### src/rtl/uirq_pkg.sv
package uirq_pkg;
    localparam int LVL_W   = 5;
    localparam int EVT_W   = 5;
    localparam int CAUSE_W = LVL_W + EVT_W;
    localparam int DATA_W  = 32;
    localparam int OFF_W   = 8;

    localparam logic [OFF_W-1:0] OFF_MASK_SET = 8'h08;
    localparam logic [OFF_W-1:0] OFF_MASK_CLR = 8'h0C;
    localparam logic [OFF_W-1:0] OFF_MASK_RO  = 8'h10;
    localparam logic [OFF_W-1:0] OFF_CAUSE    = 8'h14;

    typedef struct packed {
        logic [CAUSE_W-1:0] set_mask;
        logic [CAUSE_W-1:0] clr_mask;
        logic [CAUSE_W-1:0] clr_cause;
    } wr_cmd_t;
endpackage

### src/rtl/uirq_wr_decode.sv
module uirq_wr_decode
    import uirq_pkg::*;
#(
    parameter int OW = OFF_W,
    parameter int DW = DATA_W,
    parameter int CW = CAUSE_W
) (
    input  logic          wr_en,
    input  logic [OW-1:0] wr_offset,
    input  logic [DW-1:0] wr_data,
    output logic [CW-1:0] set_mask,
    output logic [CW-1:0] clr_mask,
    output logic [CW-1:0] clr_cause
);
    logic [CW-1:0] payload;
    assign payload = wr_data[CW-1:0];

    always_comb begin
        set_mask  = '0;
        clr_mask  = '0;
        clr_cause = '0;
        if (wr_en) begin
            // The read-only mask offset and unused offsets decode to nothing.
            unique case (wr_offset)
                OW'(OFF_MASK_SET): set_mask  = payload;
                OW'(OFF_MASK_CLR): clr_mask  = payload;
                OW'(OFF_CAUSE):    clr_cause = payload;
                default: ;
            endcase
        end
    end
endmodule

### src/rtl/uirq_cause_reg.sv
module uirq_cause_reg
    import uirq_pkg::*;
#(
    parameter int LW = LVL_W,
    parameter int EW = EVT_W,
    localparam int CW = LW + EW
) (
    input  logic          clk,
    input  logic          rst_n,
    input  logic [LW-1:0] lvl_status,
    input  logic [EW-1:0] evt_pulse,
    input  logic [CW-1:0] clr_bits,
    output logic [CW-1:0] cause_q
);
    typedef struct packed {
        logic [CW-1:0] cause;
    } cause_state_t;

    cause_state_t st_d, st_q;
    logic [CW-1:0] src_vec;

    assign src_vec = {evt_pulse, lvl_status};

    // Each sticky cell: the clear is applied first, then the source sets the bit again.
    for (genvar b = 0; b < CW; b++) begin : g_cell
        always_comb begin
            st_d.cause[b] = (st_q.cause[b] & ~clr_bits[b]) | src_vec[b];
        end
    end

    always_ff @(posedge clk) begin
        if (!rst_n) st_q <= '0;
        else        st_q <= st_d;
    end

    assign cause_q = st_q.cause;
endmodule

### src/rtl/uirq_mask_reg.sv
module uirq_mask_reg
    import uirq_pkg::*;
#(
    parameter int CW = CAUSE_W
) (
    input  logic          clk,
    input  logic          rst_n,
    input  logic [CW-1:0] set_bits,
    input  logic [CW-1:0] clr_bits,
    output logic [CW-1:0] mask_q
);
    typedef struct packed {
        logic [CW-1:0] mask;
    } mask_state_t;

    mask_state_t st_d, st_q;

    always_comb begin
        st_d.mask = (st_q.mask | set_bits) & ~clr_bits;
    end

    always_ff @(posedge clk) begin
        if (!rst_n) st_q <= '0;
        else        st_q <= st_d;
    end

    assign mask_q = st_q.mask;
endmodule

### src/rtl/uart_irq_ctrl.sv
module uart_irq_ctrl
    import uirq_pkg::*;
#(
    parameter int LW = LVL_W,
    parameter int EW = EVT_W,
    parameter int OW = OFF_W,
    parameter int DW = DATA_W,
    localparam int CW = LW + EW
) (
    input  logic          clk,
    input  logic          rst_n,
    input  logic [LW-1:0] lvl_status,
    input  logic [EW-1:0] evt_pulse,
    input  logic          wr_en,
    input  logic [OW-1:0] wr_offset,
    input  logic [DW-1:0] wr_data,
    output logic [CW-1:0] irq_mask,
    output logic [CW-1:0] irq_cause,
    output logic          irq_out
);
    typedef struct packed {
        logic irq;
    } top_state_t;

    logic [CW-1:0] set_mask, clr_mask, clr_cause;
    top_state_t st_d, st_q;

    uirq_wr_decode #(.OW(OW), .DW(DW), .CW(CW)) u_decode (
        .wr_en     (wr_en),
        .wr_offset (wr_offset),
        .wr_data   (wr_data),
        .set_mask  (set_mask),
        .clr_mask  (clr_mask),
        .clr_cause (clr_cause)
    );

    uirq_cause_reg #(.LW(LW), .EW(EW)) u_cause (
        .clk        (clk),
        .rst_n      (rst_n),
        .lvl_status (lvl_status),
        .evt_pulse  (evt_pulse),
        .clr_bits   (clr_cause),
        .cause_q    (irq_cause)
    );

    uirq_mask_reg #(.CW(CW)) u_mask (
        .clk      (clk),
        .rst_n    (rst_n),
        .set_bits (set_mask),
        .clr_bits (clr_mask),
        .mask_q   (irq_mask)
    );

    always_comb begin
        st_d.irq = |(irq_mask & irq_cause);
    end

    always_ff @(posedge clk) begin
        if (!rst_n) st_q <= '0;
        else        st_q <= st_d;
    end

    assign irq_out = st_q.irq;
endmodule

### config.mk
export PLATFORM = sky130hd
export DESIGN_NAME = uart_irq_ctrl
export DESIGN_NICKNAME = d
export VERILOG_FILES = /design/src/rtl/uirq_pkg.sv /design/src/rtl/uirq_wr_decode.sv /design/src/rtl/uirq_cause_reg.sv /design/src/rtl/uirq_mask_reg.sv /design/src/rtl/uart_irq_ctrl.sv
export SDC_FILE = /design/constraint.sdc
export NUM_CORES = 1
export LEC_CHECK = 0
export CAP_MARGIN = 20
export CORE_MARGIN = 4
export CORE_UTILIZATION = 35
export CTS_BUF_LIST = sky130_fd_sc_hd__clkbuf_16
export DETAILED_ROUTE_END_ITERATION = 10
export GPL_TIMING_DRIVEN = 0
export PLACE_DENSITY = 0.93
export SYNTH_ARGS = -nofsm -noshare
export SYNTH_HDL_FRONTEND = slang
export SYNTH_SLANG_ARGS = --single-unit
### constraint.sdc
create_clock -name clk -period 2.6 [get_ports clk]
set_clock_uncertainty 0.1 [all_clocks]
set_input_delay 0.39 -clock clk [delete_from_list [all_inputs] [get_ports clk]]
set_output_delay 0.39 -clock clk [all_outputs]
set_load 0.01 [all_outputs]
==> summary.txt <==
Outcome
  – Status: completed

Floorplanning
  – Core Region: 2500 um2
  – IO Pins: 74
  – Die height: 59.54 um
  – Die ar.: 3544 um2
  – Initial Utilization: 0.3719
  – Standard-cell rows: 18
  – Die Span X: 59.54 um

STA
  – Slew HR: 0.5994
  – Worst slew pin tran: 0.5984 ns
  – Slew Limit Fails: 0
  – Achievable Freq: 541.6 MHz
  – RSZ-0062 raised after global routing: false
  – Fin crit share: 0.7101
  – Final Hold Fails: 0
  – Final setup TNS: 0 ns
  – Setup violators final: 0
  – Min Tclk post-route: 1.846 ns
  – Worst setup margin: 0.7537 ns

Pwr
  – Clock share of power: 0.414
  – Pwr/cell area: 507.2 nW/um2
  – Switching Fraction: 0.2240
  – Net Sw Power: 175.9 uW
  – Max IR drop VDD: 0.4992 mV
  – Sequential fraction of design power: 0.435
  – Leak Pwr: 0.0006272 uW
  – Comb pwr share: 0.151
  – Internal power: 609.2 uW

Clock tree
  – Clk_lat worst skew: 0.25 ns
  – CTS Sinks: 21
  – CTS tree: yes
  – Hold Buf Count CTS: 0
  – CTS Buffer Depth: 2
  – Post-CTS sizing: 0
  – Num CTS Buffers: 3
  – Reg clk slew, reported paths: 0.05 ns
  – Number of setup buffers added after CTS: 0
  – CTS Root Cell: clkbuf_16
  – H-tree Lvls: 1

Cells and area
  – Fraction of layout cells with a size suffix above 1: 0.04242
  – Commonest non-fill, non-tap cell in the layout: clkdlybuf4s50_1
  – Post-layout nets: 219
  – Util after Layout: 0.6191
  – Fillers: 215
  – Most frequent cells in the layout: clkdlybuf4s50_1 (50), nand2_1 (21), dfxtp_1 (21), nor2_1 (11)
  – Number of diodes: 0
  – Layout area overhead: 66.49%

Critical path
  – Startpoint types: input pin
  – Required @ worst endpoint: 2.66 ns
  – Crit-path max FO: 10
  – Reg2reg start: u_cause.cause_q[4]
  – Cells on worst reg2reg path: 3
  – Setup slack, reg-to-reg: 1.45 ns
  – WS Path Type: in2reg
  – R2r endpoint: irq_out
  – WP data arrival: 1.91 ns
  – Setup crit end kind: register

Job
  – Max-Cap Viols: 0

Placement
  – Port bufs: 50
  – Dpl hpwl: 2.300 mm
  – Gpl congestion: 0.7611
  – Pre-CTS setup slack: 0.5504 ns

Yosys
  – Register area share after synthesis: 0.4522
  – Post-Syn Nets: 164
  – Syn Area/Cell: 8.375 um2
  – Synthesized area: 929.6 um2
  – Synth Instances: 111
  – #FFs+latches synth: 21
  – Ys Warns: 0
  – Post-synth cell types: 19

Hold path
  – Worst Hold Class: reg2reg
  – Hold Path Depth: 2
  – Hold Path Origin: u_mask.mask_q[6]
  – Worst Hold End: u_mask.mask_q[6]

Drt
  – Drt drc: 0
  – Drt via density: 5.287
  – Drt pass-1 iters: 4
  – Routed Antenna Nets: 0
  – DR iter-0 viols: 32
  – DRT Wirelength: 3.046 mm
  – Vias: 1031
  – WL/cell: 15.62 um

Global routing
  – First-pass GRT wire length: 4.864 mm
  – GRT overflow: 0
  – Initial antenna violation count: 0
  – Largest net degree at the start of global routing: 13
  – Vias in the first global route: 1068
  – GR Util All Layers: 0.1814
through the flow:
stage | cells | hold WS [ns] | power, uW | instance area (um2)
after floorplan | 111 | 0.3945 | 382.2 | 929.6
after global placement | 191 | 0.3688 | 461.4 | 1468
after detailed placement | 191 | 0.3736 | 465.8 | 1468
after CTS | 195 | 0.3836 | 784.3 | 1548
after global routing | 195 | 0.4035 | 810.1 | 1548
final | 195 | 0.3792 | 785.0 | 1548
layout make-up:
cell class / instances / area (um2) / area share
Timing Repair Buffer: 50 / 500.5 / 0.3234
Multi-Input combinational cell: 82 / 476.7 / 0.3080
Tap cell: 30 / 37.54 / 0.02425
Clock inverter: 1 / 5.005 / 0.003234
Clock buffer: 3 / 75.07 / 0.04850
Inverter: 1 / 3.754 / 0.002425
Sequential cell: 21 / 420.4 / 0.2716
Buffer: 7 / 28.78 / 0.01859
power groups by stage:
stage	clock (uW)	sequential (uW)	combinational (uW)
2_1_floorplan	0	353	29.6
3_3_place_gp	0	348	114
3_5_place_dp	0	349	117
4_1_cts	325	342	118
5_1_grt	341	343	126
6_report	325	342	118
cell usage after synthesis:
library cell   n  area (um2)
nand4_1       10       62.56
nand2b_1       1       6.260
nor4bb_1       1       10.01
buf_2          2       10.01
inv_1          1       3.750
a31oi_1        1       6.260
buf_1          1       3.750
nor4b_4        1       23.77
mux2i_1       10       100.1
nor2_1        11       41.29
a21oi_1       10       50.05
a22oi_1        1       7.510
a22o_1         2       17.52
nor3_1         1       5.000
o21ai_0       10       50.05
a221oi_1       2       17.52
clkbuf_1       4       15.01
nand2_1       21       78.83
dfxtp_1       21       420.4
state kept, by name (all words and copies together), names as in the netlist:
| name | count |
|---|---|
| irq_out | 1 |
| u_cause.cause_q | 10 |
| u_mask.mask_q | 10 |
worst max path at each step:
stage	startpoint	to	cells after the start	slack [ns]
after floorplan	wr_offset[5]	u_mask.mask_q[0]	4	1.24
after global placement	wr_offset[4]	u_mask.mask_q[9]	4	0.63
after detailed placement	wr_offset[4]	u_mask.mask_q[4]	4	0.55
after CTS	wr_offset[4]	u_mask.mask_q[8]	4	0.78
after global routing	wr_offset[4]	u_mask.mask_q[8]	4	0.66
final	wr_offset[0]	u_mask.mask_q[8]	4	0.75
logic make-up after synthesis:
group	after synthesis	share of synthesized area
simple gates	46	0.2450
mux	10	0.1077
buf+inv	8	0.03498
compound gates	26	0.1602
flops	21	0.4522
critical path: stages:
cell             delay [ns]
clkdlybuf4s50_1        0.50
nor4b_4                0.56
nand4_1                0.21
mux2i_1                0.24
routing by layer:
layer,vias up,routed length (um),global-route usage
li1,506,-,-
met1,486,1228,0.2135
met2,33,1565,0.3198
met3,6,181,0.05664
met4,0,70,0.04114
met5,-,0,0
Note: power is estimated with default switching activity, not from simulation.
